**config.mk**
```make
export PLATFORM = sky130hd
export DESIGN_NAME = idma_addr_gen
export DESIGN_NICKNAME = d
export VERILOG_FILES = /design/src/rtl/idma_pkg.sv /design/src/rtl/idma_chunk_tbl.sv /design/src/rtl/idma_beat_seq.sv /design/src/rtl/idma_addr_lane.sv /design/src/rtl/idma_addr_gen.sv
export SDC_FILE = /design/constraint.sdc
export NUM_CORES = 1
export LEC_CHECK = 0
export BUFFER_PORTS_ARGS = -buffer_cell sky130_fd_sc_hd__buf_4
export CAP_MARGIN = 20
export CORE_AREA = 2 2 244 306
export CTS_CLUSTER_SIZE = 16
export DETAILED_ROUTE_END_ITERATION = 8
export DIE_AREA = 0 0 246 308
export GPL_ROUTABILITY_DRIVEN = 0
export SLEW_MARGIN = 10
export SYNTH_ARGS = -nofsm -noshare
export SYNTH_HDL_FRONTEND = slang
export SYNTH_SLANG_ARGS = --single-unit
```
**constraint.sdc**
```tcl
create_clock -name clk -period 9.04 [get_ports clk]
set_clock_uncertainty 0.2 [all_clocks]
set_input_delay 0.904 -clock clk [delete_from_list [all_inputs] [get_ports clk]]
set_output_delay 0.904 -clock clk [all_outputs]
set_load 0.01 [all_outputs]
```
**src/rtl/idma_pkg.sv**
```systemverilog
package idma_pkg;

  typedef enum logic [2:0] {
    DIR_M2M  = 3'd0,
    DIR_M2D  = 3'd1,
    DIR_D2M  = 3'd2,
    DIR_D2D  = 3'd3,
    DIR_NONE = 3'd4
  } dir_e;

  localparam int NUM_SIDES = 2;
  localparam int SIDE_SRC  = 0;
  localparam int SIDE_DST  = 1;

  function automatic logic dir_is_valid(input logic [2:0] code);
    return code <= DIR_D2D;
  endfunction

endpackage

```
**src/rtl/idma_chunk_tbl.sv**
```systemverilog
module idma_chunk_tbl #(
  parameter int DEPTH  = 16,
  parameter int SIZE_W = 16,
  parameter int GAP_W  = 16
) (
  input  logic                     clk,
  input  logic                     rst,
  input  logic                     we,
  input  logic [$clog2(DEPTH)-1:0] waddr,
  input  logic [SIZE_W-1:0]        wlen,
  input  logic [GAP_W-1:0]         wgap,
  input  logic [$clog2(DEPTH)-1:0] raddr,
  output logic [SIZE_W-1:0]        rlen,
  output logic [GAP_W-1:0]         rgap,
  output logic [DEPTH-1:0]         empty_map
);
  localparam int IDX_W = $clog2(DEPTH);

  logic [SIZE_W-1:0] len_mem [DEPTH];
  logic [GAP_W-1:0]  gap_mem [DEPTH];

  always_ff @(posedge clk) begin
    if (we) begin
      len_mem[waddr] <= wlen;
      gap_mem[waddr] <= wgap;
    end
  end

  assign rlen = len_mem[raddr];
  assign rgap = gap_mem[raddr];

  // one flag per entry: length is zero or never written
  for (genvar i = 0; i < DEPTH; i++) begin : g_empty
    always_ff @(posedge clk) begin
      if (rst)
        empty_map[i] <= 1'b1;
      else if (we && waddr == IDX_W'(i))
        empty_map[i] <= (wlen == '0);
    end
  end

endmodule

```
**src/rtl/idma_beat_seq.sv**
```systemverilog
module idma_beat_seq #(
  parameter int IDX_W   = 4,
  parameter int SIZE_W  = 16,
  parameter int FRAME_W = 16
) (
  input  logic               clk,
  input  logic               rst,
  input  logic               load,
  input  logic               step,
  input  logic [IDX_W:0]     cfg_entries,
  input  logic [FRAME_W-1:0] cfg_frames,
  input  logic [SIZE_W-1:0]  cur_len,
  output logic [IDX_W-1:0]   idx,
  output logic               chunk_end,
  output logic               frame_end,
  output logic               xfer_end
);
  logic [SIZE_W-1:0]  byte_cnt;
  logic [FRAME_W-1:0] frame_cnt;
  logic [IDX_W:0]     entries_q;
  logic [FRAME_W-1:0] frames_q;

  assign chunk_end = (byte_cnt == cur_len - 1'b1);
  assign frame_end = chunk_end && ({1'b0, idx} == entries_q - 1'b1);
  assign xfer_end  = frame_end && (frame_cnt == frames_q - 1'b1);

  always_ff @(posedge clk) begin
    if (rst) begin
      byte_cnt  <= '0;
      idx       <= '0;
      frame_cnt <= '0;
      entries_q <= '0;
      frames_q  <= '0;
    end else if (load) begin
      byte_cnt  <= '0;
      idx       <= '0;
      frame_cnt <= '0;
      entries_q <= cfg_entries;
      frames_q  <= cfg_frames;
    end else if (step) begin
      if (chunk_end) begin
        byte_cnt <= '0;
        if (frame_end) begin
          idx       <= '0;
          frame_cnt <= frame_cnt + 1'b1;
        end else begin
          idx <= idx + 1'b1;
        end
      end else begin
        byte_cnt <= byte_cnt + 1'b1;
      end
    end
  end

  AST_IDX_IN_FRAME: assert property (@(posedge clk) disable iff (rst)
    step |-> ({1'b0, idx} < entries_q));

  AST_FRAME_BOUND: assert property (@(posedge clk) disable iff (rst)
    step |-> (frame_cnt < frames_q));

endmodule

```
**src/rtl/idma_addr_lane.sv**
```systemverilog
module idma_addr_lane #(
  parameter int ADDR_W = 32,
  parameter int GAP_W  = 16
) (
  input  logic              clk,
  input  logic              rst,
  input  logic              load,
  input  logic [ADDR_W-1:0] base,
  input  logic              inc,
  input  logic              scat,
  input  logic              step,
  input  logic              chunk_end,
  input  logic [GAP_W-1:0]  gap,
  output logic [ADDR_W-1:0] addr
);
  logic inc_q;
  logic scat_q;
  logic [ADDR_W-1:0] skip;

  assign skip = (scat_q && chunk_end) ? ADDR_W'(gap) : '0;

  always_ff @(posedge clk) begin
    if (rst) begin
      addr   <= '0;
      inc_q  <= 1'b0;
      scat_q <= 1'b0;
    end else if (load) begin
      addr   <= base;
      inc_q  <= inc;
      scat_q <= scat;
    end else if (step && inc_q) begin
      addr <= addr + 1'b1 + skip;
    end
  end

  AST_FIXED_ADDR: assert property (@(posedge clk) disable iff (rst)
    (step && !inc_q && !load) |=> $stable(addr));

  AST_CONTIG_STEP: assert property (@(posedge clk) disable iff (rst)
    (step && inc_q && !scat_q && !load) |=> (addr == $past(addr) + 1'b1));

endmodule

```
**src/rtl/idma_addr_gen.sv**
```systemverilog
module idma_addr_gen #(
  parameter int ADDR_W    = 32,
  parameter int SIZE_W    = 16,
  parameter int GAP_W     = 16,
  parameter int FRAME_W   = 16,
  parameter int TBL_DEPTH = 16
) (
  input  logic                         clk,
  input  logic                         rst,
  input  logic                         tbl_we,
  input  logic [$clog2(TBL_DEPTH)-1:0] tbl_waddr,
  input  logic [SIZE_W-1:0]            tbl_len,
  input  logic [GAP_W-1:0]             tbl_gap,
  input  logic [FRAME_W-1:0]           cfg_frames,
  input  logic [$clog2(TBL_DEPTH):0]   cfg_entries,
  input  logic [2:0]                   cfg_dir,
  input  logic                         cfg_src_inc,
  input  logic                         cfg_dst_inc,
  input  logic                         cfg_src_scat,
  input  logic                         cfg_dst_scat,
  input  logic [ADDR_W-1:0]            cfg_src_base,
  input  logic [ADDR_W-1:0]            cfg_dst_base,
  input  logic                         start,
  input  logic                         beat_ready,
  output logic                         beat_valid,
  output logic [ADDR_W-1:0]            beat_src,
  output logic [ADDR_W-1:0]            beat_dst,
  output logic                         beat_last,
  output logic                         frame_done,
  output logic                         done,
  output logic                         busy,
  output logic                         err
);
  import idma_pkg::*;

  localparam int IDX_W = $clog2(TBL_DEPTH);
  localparam int LEN_W = IDX_W + 1;

  logic [IDX_W-1:0]     rd_idx;
  logic [SIZE_W-1:0]    cur_len;
  logic [GAP_W-1:0]     cur_gap;
  logic [TBL_DEPTH-1:0] empty_map;
  logic                 chunk_end, frame_end, xfer_end;
  logic                 busy_q, done_q, fdone_q, err_q;
  logic                 start_ok, cfg_bad, used_empty, launch, step;

  idma_chunk_tbl #(
    .DEPTH (TBL_DEPTH),
    .SIZE_W(SIZE_W),
    .GAP_W (GAP_W)
  ) u_tbl (
    .clk      (clk),
    .rst      (rst),
    .we       (tbl_we),
    .waddr    (tbl_waddr),
    .wlen     (tbl_len),
    .wgap     (tbl_gap),
    .raddr    (rd_idx),
    .rlen     (cur_len),
    .rgap     (cur_gap),
    .empty_map(empty_map)
  );

  always_comb begin
    used_empty = 1'b0;
    for (int i = 0; i < TBL_DEPTH; i++)
      if (LEN_W'(i) < cfg_entries && empty_map[i]) used_empty = 1'b1;
  end

  assign cfg_bad  = !dir_is_valid(cfg_dir) || (cfg_frames == '0) ||
                    (cfg_entries == '0) || (cfg_entries > LEN_W'(TBL_DEPTH)) ||
                    used_empty;
  assign start_ok = start && !busy_q;
  assign launch   = start_ok && !cfg_bad;
  assign step     = busy_q && beat_ready;

  idma_beat_seq #(
    .IDX_W  (IDX_W),
    .SIZE_W (SIZE_W),
    .FRAME_W(FRAME_W)
  ) u_seq (
    .clk        (clk),
    .rst        (rst),
    .load       (launch),
    .step       (step),
    .cfg_entries(cfg_entries),
    .cfg_frames (cfg_frames),
    .cur_len    (cur_len),
    .idx        (rd_idx),
    .chunk_end  (chunk_end),
    .frame_end  (frame_end),
    .xfer_end   (xfer_end)
  );

  logic [ADDR_W-1:0] lane_base [NUM_SIDES];
  logic              lane_inc  [NUM_SIDES];
  logic              lane_scat [NUM_SIDES];
  logic [ADDR_W-1:0] lane_addr [NUM_SIDES];

  assign lane_base[SIDE_SRC] = cfg_src_base;
  assign lane_base[SIDE_DST] = cfg_dst_base;
  assign lane_inc[SIDE_SRC]  = cfg_src_inc;
  assign lane_inc[SIDE_DST]  = cfg_dst_inc;
  assign lane_scat[SIDE_SRC] = cfg_src_scat;
  assign lane_scat[SIDE_DST] = cfg_dst_scat;

  for (genvar s = 0; s < NUM_SIDES; s++) begin : g_lane
    idma_addr_lane #(
      .ADDR_W(ADDR_W),
      .GAP_W (GAP_W)
    ) u_lane (
      .clk      (clk),
      .rst      (rst),
      .load     (launch),
      .base     (lane_base[s]),
      .inc      (lane_inc[s]),
      .scat     (lane_scat[s]),
      .step     (step),
      .chunk_end(chunk_end),
      .gap      (cur_gap),
      .addr     (lane_addr[s])
    );
  end

  always_ff @(posedge clk) begin
    if (rst) begin
      busy_q  <= 1'b0;
      done_q  <= 1'b0;
      fdone_q <= 1'b0;
      err_q   <= 1'b0;
    end else begin
      done_q  <= 1'b0;
      fdone_q <= 1'b0;
      if (start_ok) begin
        if (cfg_bad) begin
          err_q <= 1'b1;
        end else begin
          err_q  <= 1'b0;
          busy_q <= 1'b1;
        end
      end else if (step) begin
        if (frame_end) fdone_q <= 1'b1;
        if (xfer_end) begin
          busy_q <= 1'b0;
          done_q <= 1'b1;
        end
      end
    end
  end

  assign beat_valid = busy_q;
  assign beat_src   = lane_addr[SIDE_SRC];
  assign beat_dst   = lane_addr[SIDE_DST];
  assign beat_last  = busy_q && xfer_end;
  assign frame_done = fdone_q;
  assign done       = done_q;
  assign busy       = busy_q;
  assign err        = err_q;

  AST_HOLD_BEAT: assert property (@(posedge clk) disable iff (rst)
    (beat_valid && !beat_ready) |=> (beat_valid && $stable(beat_src) && $stable(beat_dst)));

  AST_DONE_AFTER_LAST: assert property (@(posedge clk) disable iff (rst)
    done |-> $past(beat_valid && beat_ready && beat_last));

  AST_DONE_WITH_FRAME: assert property (@(posedge clk) disable iff (rst)
    done |-> (frame_done && !busy));

  AST_ERR_IDLE: assert property (@(posedge clk) disable iff (rst)
    err |-> !beat_valid);

  AST_START_IGNORED: assert property (@(posedge clk) disable iff (rst)
    (busy && start && !(beat_ready && beat_last)) |=> busy);

endmodule

```
==> summary.md, run 1 <==
| Metric | Value |
|---|---|
| CTS max path bufs | 3 |
| Min cycle time layout | 7.98 ns |
| Vias per std cell | 5.55 |
| Pre-CTS WS | 1.03 ns |
| Crit end category | flop |
| Post-CTS Setup Bufs | 0 |
| Worst-Skew Late Latency | 0.61 ns |
| Top Family by Delay on Critical Path | compound AO/OA/AOI/OAI gates |
| ANT nets after route | 0 |
| Clock Sinks | 661 |
| Initial antenna violation count | 2 |
| Global-route wire length before repair | 109000 microns |
| Yosys warning total | 0 |
| CTS tree | built |
| Number of nets in the layout | 2366 |
| Die width | 246 microns |
| FF+latch count, synth | 661 |
| Routed met1 length | 30100 microns |
| Most common cell after layout, fill and taps aside | edfxtp_1 |
| Tcrit/Tclk final | 88.3% |
| Top-area cell type share of the netlist area | 53.3% |
| Final setup fails | 0 |
| Largest cells by area after synthesis | edfxtp_1 (53%), mux4_2 (11%), dfxtp_1 (10%), nand2_1 (2.5%), xnor2_1 (2.1%) |
| Area grow syn2layout | 16.3% |
| Final HPWL DP | 43800 microns |
| Tot GR Track Use | 18.8% |
| Detailed-route via count | 17788 |
| Worst IR drop on VDD | 0.137 mV |
| Finished Core Util | 46.0% |
| Initial core utilization | 39.5% |
| Vias in the first global route | 18202 |
| Cts repair resizes | 0 |
| Root Buffer | clkbuf_16 |
| Full die area | 75800 sq um |
| CTS Buf Count | 67 |
| Highest metal used | met5 |
| DIE HEIGHT | 308 microns |
| Ratio of cells with drive above 1 in the final layout | 22.8% |
| Multi-input gate area | 9870 sq um |
| Seq/Total Area, Yosys | 63.7% |
| Achievable Freq | 0.125 GHz |
| H-tree levels | 3 |
| Final Slew Violations | 0 |
| Slowest CP cell | dfxtp_4 |
| Leading cell types in the layout, fill and taps excluded | edfxtp_1 (512), buf_4 (221), nand2_1 (189) |
| TritonRoute pass-1 iters | 5 |
| Static Leak | 11.3 nW |
| DRC | 0 |
| Maximum fanout along the worst path | 29 |
| Iteration-0 DRC Markers | 1333 |
| Synth cell types | 83 |
| Synth Flop Type | edfxtp_1 |
| Port-buffer cells | 200 |
| EDFF count, synth | 512 |
| Post-CTS Hold Fix Bufs | 0 |
| Worst hold path class | flop to flop |
| Setup WS post-layout | 1.06 ns |
| WP data arrival | 8.26 ns |
| Buf/Inv on CP | 1 |
| RSZ-0062 raised after global routing | no |
| Number of I/O pins | 203 |
| Syn Std Cell Area | 28800 sq um |
| Placed cell area | 31300 sq um |
| Rel. slew slack | 27.1% |
| Net count after synthesis | 2173 |
| Fill cell total of the finished layout | 6368 |
| Drt total wl | 71500 microns |
| Pin count of the biggest net entering global routing | 75 |
| Synth area leader | edfxtp_1 |
| DR WL met3 | 4190 microns |
| Total negative setup slack | 0 ns |
| ANT cells | 0 |
| WL/cell | 22.3 microns |
| Critical Path RT | 9.32 ns |
| Congestion Overflow GR | 0 |
| Worst Setup Start Kind | flop |
| Max cap viols | 0 |
| Site Rows | 111 |
| Status | completed |
| Syn avg cell area | 14.4 sq um |
| Register area | 18400 sq um |
| Max stage delay on crit path | 0.72 ns |
| Syn Inst Count | 2000 |
| Hold violation count in the final report | 0 |
| PwrDens | 187 nW/um^2 |
| Kind of critical path | flop to flop |
| Fraction of registers with async set/reset | 0% |
| Clock-pin slew on the worst setup and hold paths | 0.06 ns |
| Finished Cell Area | 33500 sq um |
| Tightest Pin Transition | 1.09 ns |
| Core area | 72900 sq um |
| Met2 WL | 35200 microns |
state kept, by name (all words and copies together), names as in the netlist, named ones only:
register and count:
frame_done 1, u_tbl.empty_map 16, g_lane.u_lane.addr 64, done 1, u_seq.frames_q 16, err 1, u_seq.idx 4, u_seq.frame_cnt 16
u_tbl.len_mem 256, beat_valid 1, u_seq.byte_cnt 16, u_tbl.gap_mem 256, g_lane.u_lane.inc_q 2, g_lane.u_lane.scat_q 2, u_seq.entries_q 5
final timing paths:
kind | start | end | slack (ns) | depth (start not counted)
worst max-delay path | flop | g_lane[0].u_lane.addr[25] | 1.06 | 26
worst max register to register | flop | g_lane[0].u_lane.addr[25] | 1.06 | 26
worst min-delay path | err | err | 0.25 | 2
worst min register to register | err | err | 0.25 | 2
power breakdown:
| part | leakage [nW] | switching (mW) | internal, mW |
|---|---|---|---|
| Combinational | 4.37 | 0.0994 | 0.0628 |
| Clock | 1.06 | 1.16 | 1.60 |
| Sequential | 5.83 | 0.0107 | 3.32 |
worst min-delay path, cell delays in order (launching register included):
cell and delay [ns]:
dfxtp_1 0.31, inv_1 0.05, a21oi_1 0.05
stage by stage:
stage / power, mW / cells / hold WS, ns
6_report: 6.25 / 3205 / 0.254
5_1_grt: 6.46 / 3205 / 0.291
4_1_cts: 6.32 / 3205 / 0.258
3_5_place_dp: 3.56 / 3084 / 0.249
3_3_place_gp: 3.55 / 3084 / 0.244
2_1_floorplan: 3.45 / 2000 / 0.227
per-layer routing:
metal	track usage (%)	up-vias
met5	0	-
met4	6.40	4
li1	-	8139
met2	31.8	486
met1	24.5	9060
met3	3.14	99
cells in the mapped netlist, types with 38 or more instances:
| cell type | n |
|---|---|
| edfxtp_1 | 512 |
| nand2_1 | 189 |
| dfxtp_1 | 149 |
| mux4_2 | 146 |
| nor2_1 | 139 |
| xnor2_1 | 68 |
| a21oi_1 | 67 |
| clkbuf_1 | 65 |
| inv_1 | 53 |
| a211oi_1 | 48 |
| o21ai_0 | 45 |
| xor2_1 | 39 |
| ha_1 | 38 |
cells by family after synthesis:
logic type | Yosys count | share of synthesized area, %
xor+xnor | 107 | 3.25
simple gates | 571 | 9.71
fa+ha+maj | 40 | 1.79
flops | 661 | 63.7
mux | 162 | 12.0
buf+inv | 153 | 2.26
compound gates | 306 | 7.30
area by class of cell:
class	count	area share (%)
Tap cell	960	3.58
Timing Repair Buffer	223	5.07
Sequential cell	661	54.8
Multi-Input combinational cell	1186	29.4
Inverter	54	0.605
Clock inverter	41	1.23
Clock buffer	80	5.27
Power figures use the tool's default switching activity.
==> run 2, diff against run 1 <==
--- a/config.mk
+++ b/config.mk
@@ -12,6 +12,7 @@
 export DETAILED_ROUTE_END_ITERATION = 8
 export DIE_AREA = 0 0 246 308
 export GPL_ROUTABILITY_DRIVEN = 0
+export MAX_ROUTING_LAYER = met4
 export SLEW_MARGIN = 10
 export SYNTH_ARGS = -nofsm -noshare
 export SYNTH_HDL_FRONTEND = slang
==> summary.md, run 2 (synthesized netlist as in run 1, its figures left out) <==
| Metric | Value |
|---|---|
| TritonRoute pass-1 iters | 5 |
| Tcrit/Tclk final | 88.4% |
| Drt total wl | 71400 microns |
| Full die area | 75800 sq um |
| Site Rows | 111 |
| Total negative setup slack | 0 ns |
| Number of nets in the layout | 2366 |
| WHS | 0.255 ns |
| Setup WS post-layout | 1.05 ns |
| Core area | 72900 sq um |
| Critical Path RT | 9.32 ns |
| Maximum fanout along the worst path | 29 |
| RSZ-0062 raised after global routing | no |
| Fin cells | 3207 |
| CTS Buf Count | 67 |
| Clock-pin slew on the worst setup and hold paths | 0.06 ns |
| Final setup fails | 0 |
| WP data arrival | 8.27 ns |
| Worst Setup Start Kind | flop |
| Status | completed |
| ANT nets after route | 0 |
| Port-buffer cells | 200 |
| Placed cell area | 31300 sq um |
| Hold violation count in the final report | 0 |
| Worst-Skew Late Latency | 0.60 ns |
| Cts repair resizes | 0 |
| Min cycle time layout | 7.99 ns |
| Vias per std cell | 5.53 |
| H-tree levels | 3 |
| Routed met1 length | 30000 microns |
| Number of I/O pins | 203 |
| DIE HEIGHT | 308 microns |
| DRC | 0 |
| Finished Core Util | 46.0% |
| Cell-internal power | 4.98 mW |
| Achievable Freq | 0.125 GHz |
| Met2 WL | 35200 microns |
| Crit end category | flop |
| Placed Instances | 3084 |
| Sw frac | 20.3% |
| Congestion Overflow GR | 0 |
| Ratio of cells with drive above 1 in the final layout | 22.8% |
| Root Buffer | clkbuf_16 |
| Leading cell types in the layout, fill and taps excluded | edfxtp_1 (512), buf_4 (221), nand2_1 (189) |
| Die width | 246 microns |
| Max cap viols | 0 |
| Tightest Pin Transition | 1.09 ns |
| CTS max path bufs | 3 |
| Highest metal used | met4 |
| Detailed-route via count | 17725 |
| Net load switching power | 1.27 mW |
| Global-route wire length before repair | 109000 microns |
| Finished Cell Area | 33500 sq um |
| Final Slew Violations | 0 |
| Rel. slew slack | 27.3% |
| Worst hold path class | flop to flop |
| Area grow syn2layout | 16.3% |
| Pin count of the biggest net entering global routing | 75 |
| Clock Sinks | 661 |
| Total power | 6.25 mW |
| Post-CTS Setup Bufs | 0 |
| Initial antenna violation count | 2 |
| Tot GR Track Use | 19.4% |
| PwrDens | 187 nW/um^2 |
| CTS tree | built |
| Kind of critical path | flop to flop |
| Sequential share of power | 53.2% |
| Iteration-0 DRC Markers | 1408 |
| Most common cell after layout, fill and taps aside | edfxtp_1 |
| Biggest registers after layout | u_tbl.gap_mem: 256 flops, u_tbl.len_mem: 256 flops, g_lane.u_lane.addr: 64 flops |
| Pre-CTS WS | 1.03 ns |
| DR WL met3 | 4340 microns |
| Final HPWL DP | 43800 microns |
| Vias in the first global route | 18171 |
| Combinational Power Share | 2.6% |
| Post-CTS Hold Fix Bufs | 0 |
| Clock network fraction of design power | 44.2% |
| Worst IR drop on VDD | 0.137 mV |
| Static Leak | 11.3 nW |
| Initial core utilization | 39.5% |
| WL/cell | 22.3 microns |
==> run 2: worst paths after layout <==
kind	start	cells past startpoint	end	slack (ns)
max	flop	26	g_lane[0].u_lane.addr[25]	1.05
min	err	2	err	0.25
max reg2reg	flop	26	g_lane[0].u_lane.addr[25]	1.05
min reg2reg	err	2	err	0.25
==> run 2: power by group through the flow <==
stage	combinational, mW	sequential [mW]	clock (mW)
floorplan	0.0548	3.39	0
global placement	0.158	3.39	0
detailed placement	0.164	3.39	0
CTS	0.164	3.33	2.83
global route	0.175	3.33	2.95
finish	0.162	3.33	2.76
==> run 2: per-layer routing <==
metal  global-route usage, %  up-vias
li1                        -     8147
met1                    24.7     8959
met2                    31.9      519
met3                    3.01      100
met4                    6.30        0
met5                       -        -
==> run 2: cell type report <==
type                            count  area (sq um)
Fill cell                        6368         39400
Sequential cell                   661         18400
Multi-Input combinational cell   1186          9870
Clock buffer                       80          1770
Timing Repair Buffer              223          1700
Tap cell                          960          1200
Clock inverter                     41           412
Inverter                           54           203
Antenna cell                        2          5.00
==> run 2: critical path, cell delays in order (launching register included) <==
cell and delay (ns):
dfxtp_4 0.73, mux4_2 0.57, a22o_1 0.26, a221oi_2 0.31, ha_1 0.28, nor2b_1 0.15
a22oi_1 0.19, nor4bb_1 0.36, xnor2_1 0.16, nand4b_1 0.15, a311oi_2 0.37, o2111ai_2 0.30
inv_2 0.27, and2_1 0.43, and2_1 0.24, ha_1 0.23, nor2b_1 0.12, o21ai_0 0.23
a21boi_0 0.17, o21ai_0 0.23, a21boi_0 0.20, o211ai_1 0.37, a211oi_1 0.15, o21ai_1 0.53
a21oi_1 0.23, a311oi_1 0.32, a211oi_1 0.07
